===== config.mk =====
export PLATFORM = sky130hd
export DESIGN_NAME = irqagg
export DESIGN_NICKNAME = d
export VERILOG_FILES = /design/src/rtl/irqagg_pkg.sv /design/src/rtl/irqagg_pending.sv /design/src/rtl/irqagg_masks.sv /design/src/rtl/irqagg_tracker.sv /design/src/rtl/irqagg.sv
export SDC_FILE = /design/constraint.sdc
export NUM_CORES = 1
export LEC_CHECK = 0
export ABC_AREA = 1
export BUFFER_PORTS_ARGS = -buffer_cell sky130_fd_sc_hd__buf_4
export CAP_MARGIN = 20
export CORE_ASPECT_RATIO = 0.7
export CORE_MARGIN = 4
export CORE_UTILIZATION = 45
export DETAILED_ROUTE_END_ITERATION = 7
export PLACE_DENSITY = 0.68
export SLEW_MARGIN = 25
export SYNTH_ARGS = -nofsm -noshare
export SYNTH_HDL_FRONTEND = slang
export SYNTH_SLANG_ARGS = --single-unit

===== constraint.sdc =====
create_clock -name clk_i -period 3.4 [get_ports clk_i]
set_input_delay 0.34 -clock clk_i [delete_from_list [all_inputs] [get_ports clk_i]]
set_output_delay 0.34 -clock clk_i [all_outputs]
set_load 0.01 [all_outputs]

===== src/rtl/irqagg_pkg.sv =====
package irqagg_pkg;
  localparam int unsigned ADDR_W = 3;

  typedef enum logic [ADDR_W-1:0] {
    ADR_MASK_PRI = 3'd0,
    ADR_MASK_SEC = 3'd1,
    ADR_ACK      = 3'd2,
    ADR_STAT_LO  = 3'd3,
    ADR_STAT_SEC = 3'd4,
    ADR_STAT_HI  = 3'd5
  } reg_addr_e;
endpackage


===== src/rtl/irqagg_pending.sv =====
module irqagg_pending #(
  parameter int unsigned NUM_LINES = 16,
  localparam int unsigned IDX_W = $clog2(NUM_LINES)
) (
  input  logic                 clk_i,
  input  logic                 rst_ni,
  input  logic [NUM_LINES-1:0] req_i,
  input  logic                 clr_en_i,
  input  logic [IDX_W-1:0]     clr_idx_i,
  output logic [NUM_LINES-1:0] pend_o,
  output logic [NUM_LINES-1:0] pend_nxt_o
);
  logic [NUM_LINES-1:0] pend_q;
  logic [NUM_LINES-1:0] clr_hit;

  for (genvar i = 0; i < NUM_LINES; i++) begin : g_line
    assign clr_hit[i]    = clr_en_i && (clr_idx_i == IDX_W'(i));
    // acknowledge wins over a same-cycle request
    assign pend_nxt_o[i] = clr_hit[i] ? 1'b0 : (pend_q[i] | req_i[i]);
    always_ff @(posedge clk_i or negedge rst_ni) begin
      if (!rst_ni) pend_q[i] <= 1'b0;
      else         pend_q[i] <= pend_nxt_o[i];
    end
  end

  assign pend_o = pend_q;

  assert_ack_clears_R6: assert property (@(posedge clk_i) disable iff (!rst_ni)
    clr_en_i |=> !pend_q[$past(clr_idx_i)]);

  assert_ack_wins_R8: assert property (@(posedge clk_i) disable iff (!rst_ni)
    (clr_en_i && req_i[clr_idx_i]) |=> !pend_q[$past(clr_idx_i)]);

  assert_req_sets_R2: assert property (@(posedge clk_i) disable iff (!rst_ni)
    1'b1 |=> ((pend_q & $past(req_i & ~clr_hit)) == $past(req_i & ~clr_hit)));
endmodule


===== src/rtl/irqagg_masks.sv =====
module irqagg_masks #(
  parameter int unsigned MASK_W = 8
) (
  input  logic              clk_i,
  input  logic              rst_ni,
  input  logic              pri_we_i,
  input  logic              sec_we_i,
  input  logic [MASK_W-1:0] wdata_i,
  output logic [MASK_W-1:0] pri_en_o,
  output logic [MASK_W-1:0] sec_mask_o
);
  logic [MASK_W-1:0] pri_q, sec_q;

  always_ff @(posedge clk_i or negedge rst_ni) begin
    if (!rst_ni) begin
      pri_q <= '0;
      sec_q <= '0;
    end else begin
      if (pri_we_i) pri_q <= ~wdata_i;
      if (sec_we_i) sec_q <= wdata_i;
    end
  end

  assign pri_en_o   = pri_q;
  assign sec_mask_o = sec_q;

  assert_pri_inverted_R3: assert property (@(posedge clk_i) disable iff (!rst_ni)
    pri_we_i |=> (pri_q == ~$past(wdata_i)));

  assert_sec_as_written_R9: assert property (@(posedge clk_i) disable iff (!rst_ni)
    sec_we_i |=> (sec_q == $past(wdata_i)));
endmodule


===== src/rtl/irqagg_tracker.sv =====
module irqagg_tracker #(
  parameter int unsigned MASK_W = 8
) (
  input  logic              clk_i,
  input  logic              rst_ni,
  input  logic              mask_we_i,
  input  logic [MASK_W-1:0] new_en_i,
  input  logic              ack_i,
  input  logic [MASK_W-1:0] cur_en_i,
  input  logic [MASK_W-1:0] pend_grp_i,
  input  logic [MASK_W-1:0] pend_nxt_grp_i,
  output logic              irq_o
);
  logic active_q, active_d;
  logic hit_new, hit_cur;

  assign hit_new = |(pend_nxt_grp_i & new_en_i);
  assign hit_cur = |(pend_nxt_grp_i & cur_en_i);

  always_comb begin
    active_d = active_q;
    if (mask_we_i) begin
      if (hit_new && !active_q)      active_d = 1'b1;
      else if (!hit_new && active_q) active_d = 1'b0;
    end else if (ack_i && !hit_cur) begin
      active_d = 1'b0;
    end
  end

  always_ff @(posedge clk_i or negedge rst_ni) begin
    if (!rst_ni) active_q <= 1'b0;
    else         active_q <= active_d;
  end

  assign irq_o = active_q;

  assert_irq_quiet_R11: assert property (@(posedge clk_i) disable iff (!rst_ni)
    !(mask_we_i || ack_i) |=> $stable(active_q));

  assert_irq_backed_R7: assert property (@(posedge clk_i) disable iff (!rst_ni)
    active_q |-> |(pend_grp_i & cur_en_i));

  assert_mask_eval_R4: assert property (@(posedge clk_i) disable iff (!rst_ni)
    (mask_we_i && hit_new) |=> active_q);

  assert_mask_drop_R5: assert property (@(posedge clk_i) disable iff (!rst_ni)
    (mask_we_i && !hit_new) |=> !active_q);
endmodule


===== src/rtl/irqagg.sv =====
module irqagg
  import irqagg_pkg::*;
#(
  parameter int unsigned NUM_LINES = 16,
  parameter int unsigned DATA_W    = 8,
  localparam int unsigned IDX_W    = $clog2(NUM_LINES),
  localparam int unsigned PAD_W    = 2 * DATA_W
) (
  input  logic                 clk_i,
  input  logic                 rst_ni,
  input  logic [NUM_LINES-1:0] req_i,
  input  logic                 we_i,
  input  logic [ADDR_W-1:0]    addr_i,
  input  logic [DATA_W-1:0]    wdata_i,
  output logic [DATA_W-1:0]    rdata_o,
  output logic                 irq_o
);
  logic pri_we, sec_we, ack_we;
  logic [NUM_LINES-1:0] pend, pend_nxt;
  logic [DATA_W-1:0]    pri_en, sec_mask;
  logic [PAD_W-1:0]     pend_pad;

  assign pri_we = we_i && (addr_i == ADR_MASK_PRI);
  assign sec_we = we_i && (addr_i == ADR_MASK_SEC);
  assign ack_we = we_i && (addr_i == ADR_ACK);

  irqagg_pending #(.NUM_LINES(NUM_LINES)) u_pending (
    .clk_i      (clk_i),
    .rst_ni     (rst_ni),
    .req_i      (req_i),
    .clr_en_i   (ack_we),
    .clr_idx_i  (wdata_i[IDX_W-1:0]),
    .pend_o     (pend),
    .pend_nxt_o (pend_nxt)
  );

  irqagg_masks #(.MASK_W(DATA_W)) u_masks (
    .clk_i      (clk_i),
    .rst_ni     (rst_ni),
    .pri_we_i   (pri_we),
    .sec_we_i   (sec_we),
    .wdata_i    (wdata_i),
    .pri_en_o   (pri_en),
    .sec_mask_o (sec_mask)
  );

  irqagg_tracker #(.MASK_W(DATA_W)) u_tracker (
    .clk_i          (clk_i),
    .rst_ni         (rst_ni),
    .mask_we_i      (pri_we),
    .new_en_i       (~wdata_i),
    .ack_i          (ack_we),
    .cur_en_i       (pri_en),
    .pend_grp_i     (pend[DATA_W-1:0]),
    .pend_nxt_grp_i (pend_nxt[DATA_W-1:0]),
    .irq_o          (irq_o)
  );

  assign pend_pad = PAD_W'(pend);

  always_comb begin
    unique case (addr_i)
      ADR_MASK_PRI: rdata_o = ~pri_en;
      ADR_MASK_SEC: rdata_o = ~sec_mask;
      ADR_STAT_LO:  rdata_o = pend_pad[DATA_W-1:0];
      ADR_STAT_HI:  rdata_o = pend_pad[PAD_W-1:DATA_W];
      default:      rdata_o = '0;
    endcase
  end

  assert_sec_status_zero_R10: assert property (@(posedge clk_i) disable iff (!rst_ni)
    (addr_i == ADR_STAT_SEC) |-> (rdata_o == '0));
endmodule


==> flow_summary.yaml, run 1 <==
pwr:
  totalPowerFinal_mw: 0.929
  power_leakage_nw: 1.12
  powerDensity_nw_per_um2: 412
  vdd_drop_max_mv: 0.285
yosys:
  synth_fp_nets: 266
  ys_seq_area_share_pct: 44.3
  synth.cell_area_sq_um: 1860
  synth_top_cell_by_area: "dfrtp_1"
  yosysTopAreaCellShare_pct: 44.3
  syn_avg_cell_area_sq_um: 7.89
  yosys-top-cells-area: "dfrtp_1 (44%), nand2_1 (8.9%), nand3_1 (6.2%)"
  yosysWarnings: 0
  synth_cells: 236
  synth_cell_types: 26
  synth.ff_latch_count: 33
cts:
  clkSlewWorstSetupHoldPaths_ns: 0.07
  post-cts-setup-buffers: 0
  clockBufferDepth: 2
  post_cts_resized: 0
  cts_sinks: 33
  clk_latency_ns: 0.28
  postCtsHoldBufs: 0
  cts_root_buf: "clkbuf_8"
  tritoncts: "yes"
  htree_levels: 2
  numCtsBuffers: 5
worst_setup_path:
  worstPathRequired_ns: 3.06
  cp_max_fo: 11
  crit_type: "primary input to primary output"
  endpoint_kind: "primary output"
  startpoint_type: "primary input"
  worstPathArrival_ns: 1.42
global_route:
  grt_pass1_vias: 1561
  overflow: 0
  grt_max_degree: 34
  grt_pass1_wl_um: 7760
  grt_usage_pct: 19.5
  antenna_found_initial: 0
place:
  pre_cts_slack_ns: 1.64
  io_buffers: 38
  dp_hpwl_um: 3610
  globalplace.congestion: 0.830
sta:
  hold_viol: 2
  fin_ws_ns: 1.64
  fin_setup_tns_ns: 0
  rsz0062_at_grt: "false"
  skew_ns: 0.00258
  maxSlewHeadroom_pct: 71.0
  min_period_over_period_pct: 51.9
  slew_violations: 0
  whs_ns: -0.00353
  worst_slew_pin_slew_ns: 0.435
  setup_viol: 0
  fmax_mhz: 567
  fin_crit_ns: 1.76
die:
  core_sq_um: 3950
  die_area_sq_um: 5250
  die_h_um: 61.8
  num_rows: 19
  dieWidth_um: 84.9
  io_pins: 39
  initial_core_util_pct: 47.2
finish:
  fin_util_pct: 57.1
  multi_input_area_sq_um: 877
  num_antenna_cells: 0
  drive_gt1_share_pct: 24.9
  nets: 306
  syn_to_final_growth_pct: 21.0
  final-seq-area_sq_um: 826
  n_fill_cell: 392
drt:
  wl_um: 4740
  vias: 1702
  first_pass_iters: 4
  wire_per_inst_um: 14.4
  detail_route.vias_per_cell: 5.17
  ant_nets: 0
  drtIter0Drc: 120
  post-route-drc-count: 0
worst_hold_path:
  min_path_type: "primary input to asynchronous set/reset pin"
run:
  drv_cap: 0
outcome:
  status: "finished with violations"
  violations: "hold timing"
-- cell usage in the layout (no fill, tap or decap), drive strengths merged --
cell type,n
nand2,52
buf,38
dfrtp,33
nor2,33
inv,32
nand3,24
o21ai,22
a21oi,10
clkbuf,8
a21boi,6
o221ai,6
or2,5
o22ai,2
nand4,2
nand3b,2
nor3,1
a31oi,1
-- cells by family after synthesis --
| group | after synthesis | synth area share [%] |
|---|---|---|
| AOI/OAI and AO/OA | 47 | 14.8 |
| buffers and inverters | 37 | 8.60 |
| and+or+nand+nor | 119 | 32.2 |
| DFF | 33 | 44.3 |
-- where the power goes --
part	leakage, nW	internal [mW]	total [mW]	switching (mW)
clock	0.0395	0.145	0.280	0.135
combinational	0.722	0.0843	0.187	0.103
sequential	0.354	0.433	0.462	0.0290
total	1.12	0.662	0.929	0.267
-- registers in the layout, summed over array words and instances (netlist names) --
register / cells
u_pending.pend_o: 16
u_masks.pri_en_o: 8
u_masks.sec_mask_o: 8
u_tracker.irq_o: 1
-- final timing paths --
kind,start,slack (ns),end,cells past startpoint
max,addr_i[2],1.64,rdata_o[1],7
max in group asynchronous,rst_ni,3.09,u_pending.pend_o[3],1
min,rst_ni,-0.004,u_pending.pend_o[13],1
min in group clk_i,wdata_i[6],0.24,u_masks.pri_en_o[6],2
min reg2reg,u_masks.sec_mask_o[0],0.49,u_masks.sec_mask_o[0],2
max reg2reg,u_pending.pend_o[1],2.15,u_tracker.irq_o,7
-- metrics by stage --
stage          hold WS, ns  instance area [sq um]  cells
4_1_cts             0.0167                   2250    329
3_3_place_gp         0.317                   2170    321
5_1_grt             0.0208                   2250    329
6_report          -0.00353                   2250    329
3_5_place_dp         0.316                   2170    321
2_1_floorplan       0.0444                   1860    236
-- final cells by class --
class	instances	area share [%]
flip-flops and latches	33	36.6
clock buffers	8	3.55
inverters	32	5.33
well taps	52	2.89
repair buffers	38	12.7
multi-input cells	166	38.9
-- synthesized netlist by cell type --
master / count
a21boi_0: 6
a21oi_1: 10
a31oi_1: 1
buf_2: 2
buf_4: 2
buf_8: 1
dfrtp_1: 33
inv_1: 27
inv_2: 5
nand2_1: 44
nand2_2: 5
nand2_4: 3
nand3_1: 23
nand3_2: 1
nand3b_1: 2
nand4_1: 2
nor2_1: 27
nor2_2: 2
nor2_4: 2
nor2_8: 2
nor3_2: 1
o21ai_0: 6
o21ai_1: 16
o221ai_1: 6
o22ai_1: 2
or2_2: 5
-- worst max-delay path, stage by stage --
cell,delay (ns)
buf_4,0.16
inv_2,0.12
nand3_1,0.27
o21ai_0,0.24
inv_1,0.06
o221ai_1,0.08
buf_4,0.16
-- metal layers --
metal  routed length, um  vias up  GRT usage, %
met4                  63        0          4.97
met2                1950       54          27.8
met5                   0        -             0
li1                    -      851             -
met3                 331        7          5.80
met1                2400      790          29.0
Note: power is estimated with default switching activity, not from simulation.
==> run 2, diff against run 1 <==
==> constraint.sdc (replaced) <==
create_clock -name clk_i -period 1.71 [get_ports clk_i]
set_input_delay 0.171 -clock clk_i [delete_from_list [all_inputs] [get_ports clk_i]]
set_output_delay 0.171 -clock clk_i [all_outputs]
set_load 0.01 [all_outputs]
==> run 2 against run 1 <==
Against the previous run: the flow now finishes without violations; power grew 110%; wire length grew 3.4%; clock skew grew 0.0022 ns; largest power group unchanged; count of clock-buffer cells in the layout shrank 1; critical path type unchanged; via count grew 1.6%; highest routed layer unchanged; combinational power grew 100%; die area is the same; sequential power grew 100%; largest cell class unchanged; register-to-register slack lost 1.7 ns; hold slack gained 0.061 ns.
==> flow_summary.yaml, run 2 (synthesis gave the netlist of run 1 again) <==
worst_setup_path:
  crit_type: "primary input to primary output"
  worstPathArrival_ns: 1.25
  startpoint_type: "primary input"
  max_stage_delay_ns: 0.23
  cp_max_fo: 10
  worstPathRequired_ns: 1.54
  crit_top_cell: "buf_4"
  cp_cell_sequence: "buf_4, inv_2, nor2_4, nand2_2, o22ai_1, nand3b_1, buf_4"
  slowest_stage: "nor2_4"
  endpoint_kind: "primary output"
  reg2regPathDepth: 7
place:
  globalplace.congestion: 0.872
  numPlacedInstances: 321
  dp_hpwl_um: 3680
  io_buffers: 38
pwr:
  powerDensity_nw_per_um2: 853
  switching_share_pct: 28.6
  p_seq_share_pct: 47.3
  p_int_mw: 1.39
  vdd_drop_max_mv: 0.596
  power_leakage_nw: 1.13
  power_frac_comb_pct: 19.3
  power.net_switching_mw: 0.557
  clkPwrFrac_pct: 33.5
worst_hold_path:
  min_path_type: "primary input to register"
  holdPathStages: 2
global_route:
  grt_usage_pct: 20.9
  grt_max_degree: 34
  grt_pass1_vias: 1691
  met3_usage_pct: 5.27
  use_met2_pct: 30.2
  grt_busiest_layer: "met1"
  grt_pass1_wl_um: 8370
  overflow: 0
  met1_usage_pct: 31.3
  antenna_found_initial: 0
finish:
  nets: 307
  num_antenna_cells: 0
  drive_gt1_share_pct: 25.9
  n_fill_cell: 391
  final_common_cell: "nand2_1"
  fin_cells: 330
  largest_reg_flops: 16
  syn_to_final_growth_pct: 22.6
  mostFrequentLayoutCells: "nand2_1 (44), buf_4 (38), dfrtp_1 (33)"
drt:
  ant_nets: 0
  wire_per_inst_um: 14.8
  drtIter0Drc: 170
  detail_route.vias_per_cell: 5.24
  wl_um: 4900
  post-route-drc-count: 0
  vias: 1729
  first_pass_iters: 4
die:
  die_area_sq_um: 5250
  dieWidth_um: 84.9
  io_pins: 39
  num_rows: 19
  initial_core_util_pct: 47.2
  die_h_um: 61.8
  core_sq_um: 3950
sta:
  fin_crit_ns: 1.43
  rsz0062_at_grt: "false"
  slew_violations: 0
  setup_viol: 0
  min_period_over_period_pct: 83.4
  maxSlewHeadroom_pct: 71.4
  fin_setup_tns_ns: 0
  fmax_mhz: 701
  worst_slew_pin_slew_ns: 0.429
  skew_ns: 0.00479
  hold_viol: 0
cts:
  numCtsBuffers: 5
  htree_levels: 2
  cts_sinks: 33
  cts_root_buf: "clkbuf_8"
  clkSlewWorstSetupHoldPaths_ns: 0.07
  clockBufferDepth: 2
  post_cts_resized: 0
  clk_latency_ns: 0.29
  tritoncts: "yes"
run:
  drv_cap: 0
outcome:
  status: "finished, final reports clean"
[run 2: cell count changes in the layout (fill, tap and decap cells not counted), sizes merged]
cell / change
clkbuf: -1
dlygate4sd3: +1
clkinv: +1
[run 2: final timing paths]
check	startpoint	end	slack (ns)
max	addr_i[0]	rdata_o[2]	0.28
min	wdata_i[5]	u_masks.pri_en_o[5]	0.06
max reg2reg	u_pending.pend_o[7]	u_tracker.irq_o	0.45
min reg2reg	u_masks.sec_mask_o[0]	u_masks.sec_mask_o[0]	0.50
max in group asynchronous	rst_ni	u_masks.sec_mask_o[1]	1.03
min in group asynchronous	rst_ni	u_pending.pend_o[2]	0.37
[run 2: power groups by stage]
| stage | combinational [mW] | clock, mW | sequential [mW] |
|---|---|---|---|
| after floorplan | 0.216 | 0 | 0.915 |
| after CTS | 0.378 | 0.665 | 0.920 |
| after global routing | 0.433 | 0.699 | 0.933 |
| after detailed placement | 0.374 | 0 | 0.933 |
| after global placement | 0.369 | 0 | 0.935 |
| final | 0.375 | 0.652 | 0.922 |
[run 2: area by class of cell]
type / count / area (sq um) / area share, %
timing repair buffer: 39 / 295 / 12.9
multi-input combinational: 166 / 877 / 38.4
tap: 52 / 65.1 / 2.85
clock buffer: 7 / 96.3 / 4.22
sequential: 33 / 826 / 36.1
clock inverter: 1 / 5.00 / 0.219
inverter: 32 / 120 / 5.26
[run 2: stage by stage]
| step | total power [mW] | hold slack (ns) | cell area [sq um] | worst slack, ns | utilization, % |
|---|---|---|---|---|---|
| 2_1_floorplan | 1.13 | -0.125 | 1860 | 0.589 | - |
| 3_3_place_gp | 1.30 | 0.145 | 2170 | 0.324 | 55.1 |
| 3_5_place_dp | 1.31 | 0.141 | 2170 | 0.291 | 55.1 |
| 4_1_cts | 1.96 | 0.0530 | 2280 | 0.288 | 57.9 |
| 5_1_grt | 2.07 | 0.0599 | 2280 | 0.174 | 57.9 |
| 6_report | 1.95 | 0.0572 | 2280 | 0.284 | 57.9 |
[run 2: critical path, delay by kind of cell]
kind	cells	cell delay, ns
buffers and inverters	3	0.31
AOI/OAI and AO/OA	1	0.19
and+or+nand+nor	3	0.58
[run 2: metal layers]
metal | share of wire (%) | vias up
met3 | 7.1 | 5
met1 | 49 | 810
met4 | 0.88 | 0
met2 | 43 | 56
met5 | 0 | -
li1 | - | 858
[run 2: what timing repair did]
item                      in CTS  in global routing
buffers inserted               0                  0
hold buffers                   1                  0
hold endpoints to repair      33                  0
==> run 3, diff against run 2 <==
--- a/config.mk
+++ b/config.mk
@@ -5,7 +5,7 @@
 export SDC_FILE = /design/constraint.sdc
 export NUM_CORES = 1
 export LEC_CHECK = 0
-export ABC_AREA = 1
+export ABC_AREA = 0
 export BUFFER_PORTS_ARGS = -buffer_cell sky130_fd_sc_hd__buf_4
 export CAP_MARGIN = 20
 export CORE_ASPECT_RATIO = 0.7
==> constraint.sdc (replaced) <==
create_clock -name clk_i -period 1.5 [get_ports clk_i]
set_input_delay 0.15 -clock clk_i [delete_from_list [all_inputs] [get_ports clk_i]]
set_output_delay 0.15 -clock clk_i [all_outputs]
set_load 0.01 [all_outputs]
==> run 3 against run 2 <==
Against the previous run: register-to-register slack lost 0.34 ns; hold slack got worse by 0.00060 ns; via count up 1.9%; critical path type unchanged; power up 13%; critical path depth up 3; non-clock buffer count up 21; cell count fell by 3.9%; combinational power increased by 31%; sequential power rose by 13%; core utilization rose by 6.0 points.
==> flow_summary.yaml, run 3 <==
outcome:
  status: "finished, final reports clean"
worst_setup_path:
  worstPathRequired_ns: 1.35
  crit_type: "primary input to primary output"
  startpoint_type: "primary input"
  worstPathArrival_ns: 1.24
  path_buf_inv: 5
  cp_max_fo: 8
  endpoint_kind: "primary output"
  slowest_stage: "buf_4"
  path_delay_family: "buffers and inverters"
  cp_cell_sequence: "buf_4, buf_4, buf_6, nor2b_1, buf_4, nand2_1, o21ai_1, nand2_1, o21ai_1, buf_4"
  max_stage_delay_ns: 0.17
  crit_top_cell: "buf_4"
yosys:
  yosys-top-cells-area: "dfrtp_1 (46%), nand2_1 (7.6%), o21ai_1 (7.0%)"
  synth_commonest_cells: "nand2_1 (36), dfrtp_1 (33), o21ai_1 (25), nor2_1 (21), o21ai_0 (17)"
  synth_cell_types: 37
  syn_avg_cell_area_sq_um: 8.26
  yosysWarnings: 0
  synth.ff_latch_count: 33
  synth_edf_count: 0
  synth.cell_area_sq_um: 1780
  synth_top_cell_by_area: "dfrtp_1"
  synth_cells: 216
  synthArstFlopShare_pct: 100
  yosysMostFrequentCell: "nand2_1"
  ys.flop_type: "dfrtp_1"
  synth_fp_nets: 246
  yosysTopAreaCellShare_pct: 46.3
  ys_seq_area_share_pct: 46.3
drt:
  first_pass_iters: 5
  drtIter0Drc: 99
  wire_per_inst_um: 16.7
  detail_route.vias_per_cell: 5.56
  ant_nets: 0
  vias: 1761
  post-route-drc-count: 0
  wl_um: 5280
finish:
  mostFrequentLayoutCells: "buf_4 (57), nand2_1 (36), dfrtp_1 (33)"
  num_antenna_cells: 0
  nets: 297
  multi_input_area_sq_um: 861
  final-seq-area_sq_um: 826
  syn_to_final_growth_pct: 31.5
  largest_reg_flops: 16
  n_fill_cell: 331
  drive_gt1_share_pct: 25.8
  final_common_cell: "buf_4"
global_route:
  grt_usage_pct: 22.3
  grt_pass1_wl_um: 8500
  overflow: 0
  grt_pass1_vias: 1696
  antenna_found_initial: 0
  grt_max_degree: 34
sta:
  fin_ws_ns: 0.109
  fin_crit_ns: 1.39
  min_period_over_period_pct: 92.7
  worst_slew_pin_slew_ns: 0.428
  maxSlewHeadroom_pct: 71.4
  fin_setup_tns_ns: 0
  hold_viol: 0
  setup_viol: 0
  fmax_mhz: 719
  slew_violations: 0
  whs_ns: 0.0566
  skew_ns: 0.00519
  rsz0062_at_grt: "false"
cts:
  cts_root_buf: "clkbuf_8"
  clk_latency_ns: 0.29
  tritoncts: "yes"
  clkSlewWorstSetupHoldPaths_ns: 0.07
  clockBufferDepth: 2
  numCtsBuffers: 5
  htree_levels: 2
  cts_sinks: 33
run:
  drv_cap: 0
die:
  dieWidth_um: 83.3
  initial_core_util_pct: 48.6
  core_sq_um: 3670
  die_area_sq_um: 5050
  num_rows: 18
  io_pins: 39
  die_h_um: 60.7
place:
  pre_cts_slack_ns: -0.00932
  dp_hpwl_um: 3940
  globalplace.congestion: 0.880
  io_buffers: 38
worst_hold_path:
  min_path_type: "primary input to register"
pwr:
  power_leakage_nw: 1.04
  vdd_drop_max_mv: 0.603
  powerDensity_nw_per_um2: 939
run 3: cell types whose count changed after synthesis, moves of 9 or more:
cell and delta:
inv_1 -16, o21ai_1 +9, o21ai_0 +11, nand3_1 -22
run 3: cells by family after synthesis:
| logic type | Yosys count | share of synthesized area [%] |
|---|---|---|
| mux | 8 | 4.49 |
| buf+inv | 27 | 6.52 |
| simple gates | 75 | 19.3 |
| compound gates | 73 | 23.4 |
| flops | 33 | 46.3 |
run 3: cell type report:
cell class	instances	area share, %
repair buffers	60	20.0
multi-input cells	156	36.7
inverters	11	1.76
flip-flops and latches	33	35.2
well taps	50	2.67
clock buffers	7	3.68
run 3: where the power goes:
group	leakage, nW	total (mW)	internal, mW	switching (mW)
clock network	0.0443	0.675	0.364	0.312
registers	0.351	1.04	0.984	0.0509
logic	0.645	0.492	0.229	0.264
total	1.04	2.20	1.58	0.626
run 3: timing repair:
action / 4_1_cts / 5_1_grt
hold endpoints to repair: 33 / 0
gates resized for setup: 0 / 10
endpoints found under the setup margin: 0 / 8
buffers inserted: 0 / 0
hold buffers: 1 / 0
run 3: path summary, 6_finish.rpt:
check	start	to	slack, ns	cells after the start
max	addr_i[2]	rdata_o[3]	0.11	10
min	wdata_i[5]	u_masks.pri_en_o[5]	0.06	2
max reg2reg	u_pending.pend_o[0]	u_tracker.irq_o	0.11	5
min reg2reg	u_masks.pri_en_o[5]	u_masks.pri_en_o[5]	0.51	2
max in group asynchronous	rst_ni	u_masks.sec_mask_o[0]	0.84	2
min in group asynchronous	rst_ni	u_pending.pend_o[7]	0.35	2
run 3: metrics by stage:
stage | std cells | total power, mW | utilization [%] | cell area (sq um)
finish | 317 | 2.20 | 63.9 | 2350
detailed placement | 309 | 1.53 | 60.8 | 2230
floorplan | 216 | 1.29 | - | 1780
global route | 317 | 2.35 | 63.9 | 2350
CTS | 317 | 2.21 | 63.5 | 2330
global placement | 309 | 1.52 | 60.8 | 2230
run 3: routing by layer:
| metal | GRT usage (%) | part of all wire (%) | vias to the layer above |
|---|---|---|---|
| met4 | 7.69 | 0.74 | 0 |
| met5 | 0 | 0 | - |
| met1 | 30.6 | 46 | 836 |
| met2 | 35.4 | 46 | 62 |
| li1 | - | - | 858 |
| met3 | 5.43 | 6.9 | 5 |
